--- src/rtl/spc_pkg.sv ---
package spc_pkg;

  typedef enum logic [1:0] {
    SRC_BORDER = 2'd0,
    SRC_SPRITE = 2'd1,
    SRC_FORE   = 2'd2,
    SRC_BACK   = 2'd3
  } pix_src_e;

  // first pixel position of a slot, folded to negative past the limit
  function automatic int slot_origin(input int hs, input int slot_w, input int wrap_lim);
    int b;
    b = hs * 2;
    if (b > wrap_lim) b = b - (2 << slot_w);
    return b;
  endfunction

endpackage

--- src/rtl/spc_sprite_lane.sv ---
module spc_sprite_lane #(
  parameter int PAT_W = 16,
  parameter int POS_W = 10,
  parameter int COL_W = 4,
  parameter int PPS   = 2
) (
  input  logic                          clk,
  input  logic                          rst,
  input  logic                          slot_en,
  input  logic                          load,
  input  logic signed [POS_W-1:0]       ld_x,
  input  logic [COL_W-1:0]              ld_color,
  input  logic [PAT_W-1:0]              ld_pat,
  input  logic [PPS-1:0][POS_W-1:0]     pos,
  output logic [PPS-1:0]                bits,
  output logic [COL_W-1:0]              color
);

  logic signed [POS_W-1:0] x_q, x_e;
  logic [COL_W-1:0]        color_q;
  logic [PAT_W-1:0]        pat_q, pat_e, pat_nx;

  always_comb begin
    logic [PAT_W-1:0] w;
    x_e   = load ? ld_x : x_q;
    color = load ? ld_color : color_q;
    pat_e = load ? ld_pat : pat_q;
    w     = pat_e;
    for (int p = 0; p < PPS; p++) begin
      if ($signed(pos[p]) >= x_e) begin
        bits[p] = w[PAT_W-1];
        w       = {w[PAT_W-2:0], 1'b0};
      end else begin
        bits[p] = 1'b0;
      end
    end
    pat_nx = w;
  end

  always_ff @(posedge clk) begin
    if (rst) begin
      x_q     <= '0;
      color_q <= '0;
      pat_q   <= '0;
    end else begin
      if (load) begin
        x_q     <= ld_x;
        color_q <= ld_color;
      end
      if (slot_en)   pat_q <= pat_nx;
      else if (load) pat_q <= ld_pat;
    end
  end


  lane_wait_chk: assert property (@(posedge clk) disable iff (rst)
    (slot_en && !load && ($signed(pos[PPS-1]) < x_q)) |=> $stable(pat_q));


  lane_idle_chk: assert property (@(posedge clk) disable iff (rst)
    (!slot_en && !load) |=> $stable(pat_q));

endmodule

--- src/rtl/spc_bg_shift.sv ---
module spc_bg_shift #(
  parameter int PAT_W = 8,
  parameter int CB_W  = 8,
  parameter int PPS   = 2
) (
  input  logic             clk,
  input  logic             rst,
  input  logic             load,
  input  logic [PAT_W-1:0] ld_pat,
  input  logic [CB_W-1:0]  ld_col,
  input  logic             consume,
  output logic [PPS-1:0]   msb,
  output logic [CB_W-1:0]  col
);

  logic [PAT_W-1:0] pat_q, pat_e, pat_nx;
  logic [CB_W-1:0]  col_q;

  always_comb begin
    logic [PAT_W-1:0] w;
    pat_e = load ? ld_pat : pat_q;
    col   = load ? ld_col : col_q;
    w     = pat_e;
    for (int p = 0; p < PPS; p++) begin
      msb[p] = w[PAT_W-1];
      w      = {w[PAT_W-2:0], 1'b0};
    end
    pat_nx = w;
  end

  always_ff @(posedge clk) begin
    if (rst) begin
      pat_q <= '0;
      col_q <= '0;
    end else begin
      if (consume)   pat_q <= pat_nx;
      else if (load) pat_q <= ld_pat;
      if (load) col_q <= ld_col;
    end
  end


  bg_hold_chk: assert property (@(posedge clk) disable iff (rst)
    (!consume && !load) |=> $stable(pat_q));

endmodule

--- src/rtl/spc_pix_mux.sv ---
module spc_pix_mux
  import spc_pkg::*;
#(
  parameter int COL_W = 4
) (
  input  logic               active,
  input  logic               text_mode,
  input  logic [2*COL_W-1:0] backdrop,
  input  logic [2*COL_W-1:0] col_byte,
  input  logic               pat_bit,
  input  logic               spr_hit,
  input  logic [COL_W-1:0]   spr_col,
  output logic [COL_W-1:0]   pix,
  output pix_src_e           src
);

  logic [COL_W-1:0] fg, bg;

  always_comb begin
    if (text_mode) begin
      fg = backdrop[2*COL_W-1:COL_W];
      bg = backdrop[COL_W-1:0];
    end else begin
      fg = col_byte[2*COL_W-1:COL_W];
      bg = (col_byte[COL_W-1:0] == '0) ? backdrop[COL_W-1:0] : col_byte[COL_W-1:0];
    end
    if (!active) begin
      src = SRC_BORDER;
      pix = backdrop[COL_W-1:0];
    end else if (spr_hit) begin
      src = SRC_SPRITE;
      pix = spr_col;
    end else if (pat_bit) begin
      src = SRC_FORE;
      pix = fg;
    end else begin
      src = SRC_BACK;
      pix = bg;
    end
  end

endmodule

--- src/rtl/sprite_pixel_compositor.sv ---
module sprite_pixel_compositor
  import spc_pkg::*;
#(
  parameter int NUM_SPR      = 4,
  parameter int SPR_PAT_W    = 16,
  parameter int BG_PAT_W     = 8,
  parameter int COL_W        = 4,
  parameter int SLOT_W       = 8,
  parameter int PIX_PER_SLOT = 2,
  parameter int WRAP_LIMIT   = 294,
  localparam int SEL_W       = (NUM_SPR > 1) ? $clog2(NUM_SPR) : 1,
  localparam int POS_W       = SLOT_W + 2
) (
  input  logic                          clk,
  input  logic                          rst,
  input  logic                          slot_en,
  input  logic [SLOT_W-1:0]             hslot,
  input  logic                          active,
  input  logic                          text_mode,
  input  logic [2*COL_W-1:0]            backdrop,
  input  logic                          spr_load,
  input  logic [SEL_W-1:0]              spr_sel,
  input  logic [POS_W-1:0]              spr_x,
  input  logic [COL_W-1:0]              spr_color,
  input  logic [SPR_PAT_W-1:0]          spr_pattern,
  input  logic                          bg_load,
  input  logic [BG_PAT_W-1:0]           bg_pattern,
  input  logic [2*COL_W-1:0]            bg_color,
  input  logic                          coll_clr,
  output logic                          pix_valid,
  output logic [PIX_PER_SLOT*COL_W-1:0] pix_color,
  output logic                          coll_flag
);

  localparam int PPS = PIX_PER_SLOT;

  logic [PPS-1:0][POS_W-1:0] pos;
  logic [PPS-1:0]            lane_bits [NUM_SPR];
  logic [COL_W-1:0]          lane_col  [NUM_SPR];
  logic [PPS-1:0]            bg_msb;
  logic [2*COL_W-1:0]        bg_col;
  logic [PPS-1:0]            spr_hit;
  logic [COL_W-1:0]          spr_pick  [PPS];
  logic [COL_W-1:0]          pix_nx    [PPS];
  pix_src_e                  pix_src   [PPS];
  logic                      coll_now;

  always_comb begin
    int org;
    org = slot_origin(int'(hslot), SLOT_W, WRAP_LIMIT);
    for (int p = 0; p < PPS; p++) pos[p] = POS_W'(org + p);
  end

  for (genvar g = 0; g < NUM_SPR; g++) begin : g_lane
    spc_sprite_lane #(
      .PAT_W(SPR_PAT_W), .POS_W(POS_W), .COL_W(COL_W), .PPS(PPS)
    ) u_lane (
      .clk      (clk),
      .rst      (rst),
      .slot_en  (slot_en),
      .load     (spr_load && (spr_sel == SEL_W'(g))),
      .ld_x     ($signed(spr_x)),
      .ld_color (spr_color),
      .ld_pat   (spr_pattern),
      .pos      (pos),
      .bits     (lane_bits[g]),
      .color    (lane_col[g])
    );
  end

  spc_bg_shift #(
    .PAT_W(BG_PAT_W), .CB_W(2*COL_W), .PPS(PPS)
  ) u_bg (
    .clk     (clk),
    .rst     (rst),
    .load    (bg_load),
    .ld_pat  (bg_pattern),
    .ld_col  (bg_color),
    .consume (slot_en && active),
    .msb     (bg_msb),
    .col     (bg_col)
  );

  // lowest lane with a set, colored bit wins; every set bit counts for collision
  always_comb begin
    coll_now = 1'b0;
    for (int p = 0; p < PPS; p++) begin
      logic [NUM_SPR-1:0] column;
      spr_hit[p]  = 1'b0;
      spr_pick[p] = '0;
      for (int i = NUM_SPR - 1; i >= 0; i--) begin
        column[i] = lane_bits[i][p];
        if (lane_bits[i][p] && (lane_col[i] != '0)) begin
          spr_hit[p]  = 1'b1;
          spr_pick[p] = lane_col[i];
        end
      end
      if ($countones(column) > 1) coll_now = 1'b1;
    end
  end

  for (genvar p = 0; p < PPS; p++) begin : g_pix
    spc_pix_mux #(.COL_W(COL_W)) u_mux (
      .active    (active),
      .text_mode (text_mode),
      .backdrop  (backdrop),
      .col_byte  (bg_col),
      .pat_bit   (bg_msb[p]),
      .spr_hit   (spr_hit[p]),
      .spr_col   (spr_pick[p]),
      .pix       (pix_nx[p]),
      .src       (pix_src[p])
    );

    always_ff @(posedge clk) begin
      if (rst)          pix_color[p*COL_W +: COL_W] <= '0;
      else if (slot_en) pix_color[p*COL_W +: COL_W] <= pix_nx[p];
    end
  end

  always_ff @(posedge clk) begin
    if (rst) begin
      pix_valid <= 1'b0;
      coll_flag <= 1'b0;
    end else begin
      pix_valid <= slot_en;
      coll_flag <= (coll_flag && !coll_clr) || (slot_en && coll_now);
    end
  end


  border_fill_chk: assert property (@(posedge clk) disable iff (rst)
    (slot_en && !active) |=> (pix_color[COL_W-1:0] == $past(backdrop[COL_W-1:0])));


  coll_sticky_chk: assert property (@(posedge clk) disable iff (rst)
    (coll_flag && !coll_clr) |=> coll_flag);


  coll_rise_chk: assert property (@(posedge clk) disable iff (rst)
    $rose(coll_flag) |-> $past(slot_en));


  coll_clear_chk: assert property (@(posedge clk) disable iff (rst)
    (coll_clr && !slot_en) |=> !coll_flag);


  valid_hold_chk: assert property (@(posedge clk) disable iff (rst)
    !pix_valid |-> $stable(pix_color));

endmodule

--- config.mk ---
export PLATFORM = sky130hd
export DESIGN_NAME = sprite_pixel_compositor
export DESIGN_NICKNAME = d
export VERILOG_FILES = /design/src/rtl/spc_pkg.sv /design/src/rtl/spc_sprite_lane.sv /design/src/rtl/spc_bg_shift.sv /design/src/rtl/spc_pix_mux.sv /design/src/rtl/sprite_pixel_compositor.sv
export SDC_FILE = /design/constraint.sdc
export NUM_CORES = 1
export LEC_CHECK = 0
export BUFFER_PORTS_ARGS = -buffer_cell sky130_fd_sc_hd__buf_2
export CORE_MARGIN = 2
export CORE_UTILIZATION = 40
export CTS_CLUSTER_DIAMETER = 80
export DETAILED_ROUTE_END_ITERATION = 10
export PLACE_DENSITY = 0.69
export SYNTH_ARGS = -nofsm -noshare
export SYNTH_HDL_FRONTEND = slang
export SYNTH_SLANG_ARGS = --single-unit
export TNS_END_PERCENT = 1
--- constraint.sdc ---
create_clock -name clk -period 7.75 [get_ports clk]
set_input_delay 0.775 -clock clk [delete_from_list [all_inputs] [get_ports clk]]
set_output_delay 0.775 -clock clk [all_outputs]
set_load 0.01 [all_outputs]
==> impl_metrics.json <==
{
  "synth-simple-area-share_pct": 13.9,
  "syn_avg_cell_area_um2": 8.95,
  "syn-num-nets": 1116,
  "clk_path_buf_depth": 2,
  "worstSkewPairLatency_ns": 0.43,
  "min_delay_worst_endpoint": "u_bg.col_q[4]",
  "tns_ns": 0,
  "worst_slack_ns": 3.23,
  "postRouteAntennaNets": 0,
  "met2_length_mm": 11.0,
  "wl_mm": 24.4,
  "hold_buffers": 0,
  "ff2ff_path_depth": 13,
  "area_growth_pct": 13.1,
  "whs_path_depth": 2,
  "r2r-end": "coll_flag",
  "worstHoldStart": "u_bg.col_q[4]",
  "drive_gt1_share_pct": 15.2,
  "post-dp-hpwl_mm": 16.7,
  "syn-cell-area_mm2": 0.00897,
  "n_antenna_cell": 0,
  "hold_violations": 0,
  "drt_iter0_drc": 575,
  "path_clk_slew_ns": 0.06,
  "place_congestion": 0.918,
  "layout_commonest_cell": "mux2i_1",
  "critPathRequiredTime_ns": 8.07,
  "worst_pin_slew_ns": 1.15,
  "arrival_ns": 4.84,
  "io_pins": 82,
  "wl_met3_mm": 1.30,
  "synthMuxAreaShare_pct": 22.1,
  "fmax_ghz": 0.221,
  "cts_max_level": 4,
  "antenna_found_initial": 0,
  "maxCapViolCount": 0,
  "die_w_um": 154,
  "setup_violations": 0,
  "grt_pass1_wl_mm": 39.0,
  "num_rows": 54,
  "place_ws_ns": 2.74,
  "fillers": 2167,
  "hold_class": "register to register",
  "cp_max_fo": 14,
  "startpoint_type": "input port",
  "ys_seq_area_share_pct": 32.6,
  "rsz0062_at_grt": "no",
  "track_usage_pct": 20.3,
  "final_cell_mix": "mux2i_1 (176), dfxtp_1 (146), nor2_1 (106), a21oi_1 (87), buf_2 (80)",
  "synthAdderAreaFrac_pct": 6.03,
  "post_cts_buffers": 0,
  "synthXorXnorAreaFrac_pct": 0.391,
  "ir_drop_mv": 0.131,
  "grt_pass1_vias": 7293,
  "synth_cell_types": 72,
  "yosysWarnings": 0,
  "postCtsResizedCells": 0,
  "outcome": "finished, final reports clean",
  "initial_core_util_pct": 41.0,
  "powerDensity_mw_per_mm2": 218,
  "drc": 0,
  "vias_per_cell": 5.92,
  "rrSetupSlack_ns": 4.07,
  "grt_max_degree": 101,
  "finalCritPeriodShare_pct": 58.4,
  "final-max-slew-violation-count": 0,
  "io_buffers": 81,
  "vias": 7931,
  "synth_edf_count": 0,
  "post_drt_wl_per_cell_um": 18.2,
  "tritoncts": "yes",
  "period_minus_slack_ns": 4.52,
  "dr.pass1.iters": 7,
  "synth_seq_cells": 146,
  "r2r-start": "g_lane[0].u_lane.x_q[5]",
  "synth_ff_type": "dfxtp_1",
  "synth_top_family_by_area": "multiplexers",
  "async_flop_share_pct": 0,
  "syn_inst": 1002,
  "worst-setup-path-type": "input port to register",
  "critPathCaptureType": "register",
  "grt_remaining_overflow": 0,
  "synth_compound_area_share_pct": 20.5,
  "nets": 1160,
  "dieArea_mm2": 0.0236,
  "relSlewSlack_pct": 22.7,
  "maxUsedRoutingLayer": "met4",
  "cts_sinks": 146,
  "numCtsBuffers": 17,
  "cts-root-buf": "clkbuf_16",
  "skew_ns": 0.0122,
  "met1Wirelength_mm": 11.6,
  "dieHeight_um": 154,
  "coreArea_mm2": 0.0219,
  "power.leakage_nw": 4.70
}
-- per-stage QoR --
step	hold WS, ns	cells	util (%)	area, um^2	total power [mW]
2_1_floorplan	0.456	1002	-	8970	1.24
3_3_place_gp	0.474	1307	43.6	9550	1.36
3_5_place_dp	0.479	1307	43.6	9550	1.37
4_1_cts	0.494	1339	46.3	10100	2.22
5_1_grt	0.513	1339	46.3	10100	2.32
6_report	0.495	1339	46.3	10100	2.21
-- cell type report --
cell class                 instances  area, um^2  share of cell area [%]
clock buffer                      19         443                    4.37
clock inverter                    13         150                    1.48
inverter                          23        86.3                   0.851
multi-input combinational        761        5660                    55.8
sequential                       146        2920                    28.8
tap                              280         350                    3.45
timing repair buffer              97         528                    5.20
-- synth_stat cells, drive strengths merged, types with 3 or more instances --
library cell | instances | area (um^2)
nand3b | 6 | 45.0
clkbuf | 40 | 150
mux2 | 11 | 128
nand2 | 34 | 128
a22o | 6 | 52.6
nand4 | 5 | 31.3
mux2i | 176 | 1760
nor2 | 106 | 398
ha | 40 | 500
or2 | 3 | 18.8
dfxtp | 146 | 2920
nand2b | 12 | 75.1
o21a | 3 | 22.5
a31oi | 6 | 37.5
and2 | 3 | 18.8
nor3 | 12 | 60.1
buf | 32 | 171
a21o | 6 | 45.0
nand3 | 22 | 110
a2111oi | 4 | 37.5
o22ai | 6 | 37.5
o21ai | 47 | 235
a21boi | 3 | 22.5
mux4 | 4 | 90.1
and4 | 4 | 35.0
a211oi | 13 | 110
nand4b | 3 | 26.3
o211ai | 4 | 30.0
or3 | 4 | 25.0
nor3b | 5 | 42.5
a21oi | 94 | 478
nor2b | 11 | 68.8
a211o | 4 | 35.0
a221oi | 57 | 499
o221ai | 4 | 35.0
nor4 | 9 | 71.3
inv | 23 | 86.3
-- power breakdown --
group / total, mW / leakage [nW] / internal [mW] / switching (mW)
Sequential: 0.823 / 1.20 / 0.805 / 0.0179
Clock: 0.845 / 0.279 / 0.489 / 0.357
Combinational: 0.542 / 3.23 / 0.215 / 0.327
Total: 2.21 / 4.70 / 1.51 / 0.701
-- routing by layer --
metal	GRT usage, %	vias to the layer above
met3	4.17	31
met4	6.29	0
met5	0	-
li1	-	3853
met2	31.3	228
met1	28.6	3819
-- cell families (layout without fill, tap and decap cells) --
kind of cell / count (synthesis) / count (layout)
buf+inv: 95 / 152
xor+xnor: 4 / 4
mux: 191 / 191
fa+ha+maj: 42 / 42
simple gates: 249 / 249
compound gates: 275 / 275
flops: 146 / 146
-- worst max-delay path, cell delays in order --
cell and delay, ns:
buf_2 0.15, nand3b_1 0.72, mux2i_1 0.45, ha_1 0.30, a21oi_1 0.14, o21ai_0 0.11
a41oi_1 0.57, o31ai_1 0.20, a21boi_0 0.62, nor3_1 0.11, o41a_1 0.43, o221a_1 0.23
-- flip-flops by register name (all words and copies together) (netlist names) --
signal	flops
coll_flag	1
g_lane.u_lane.x_q	40
u_bg.col_q	8
g_lane.u_lane.pat_q	64
pix_valid	1
u_bg.pat_q	8
pix_color	8
g_lane.u_lane.color_q	16
-- worst max-delay path by stage --
stage / from / endpoint / slack [ns] / cells after the start
finish: spr_sel[0] / pix_color[4] / 3.23 / 12
floorplan: spr_sel[0] / coll_flag / 2.62 / 17
global route: spr_sel[0] / pix_color[7] / 2.92 / 12
global placement: spr_sel[0] / pix_color[4] / 2.93 / 12
CTS: spr_sel[0] / pix_color[4] / 3.20 / 12
detailed placement: spr_sel[0] / pix_color[4] / 2.74 / 12
Note: power is estimated with default switching activity, not from simulation.
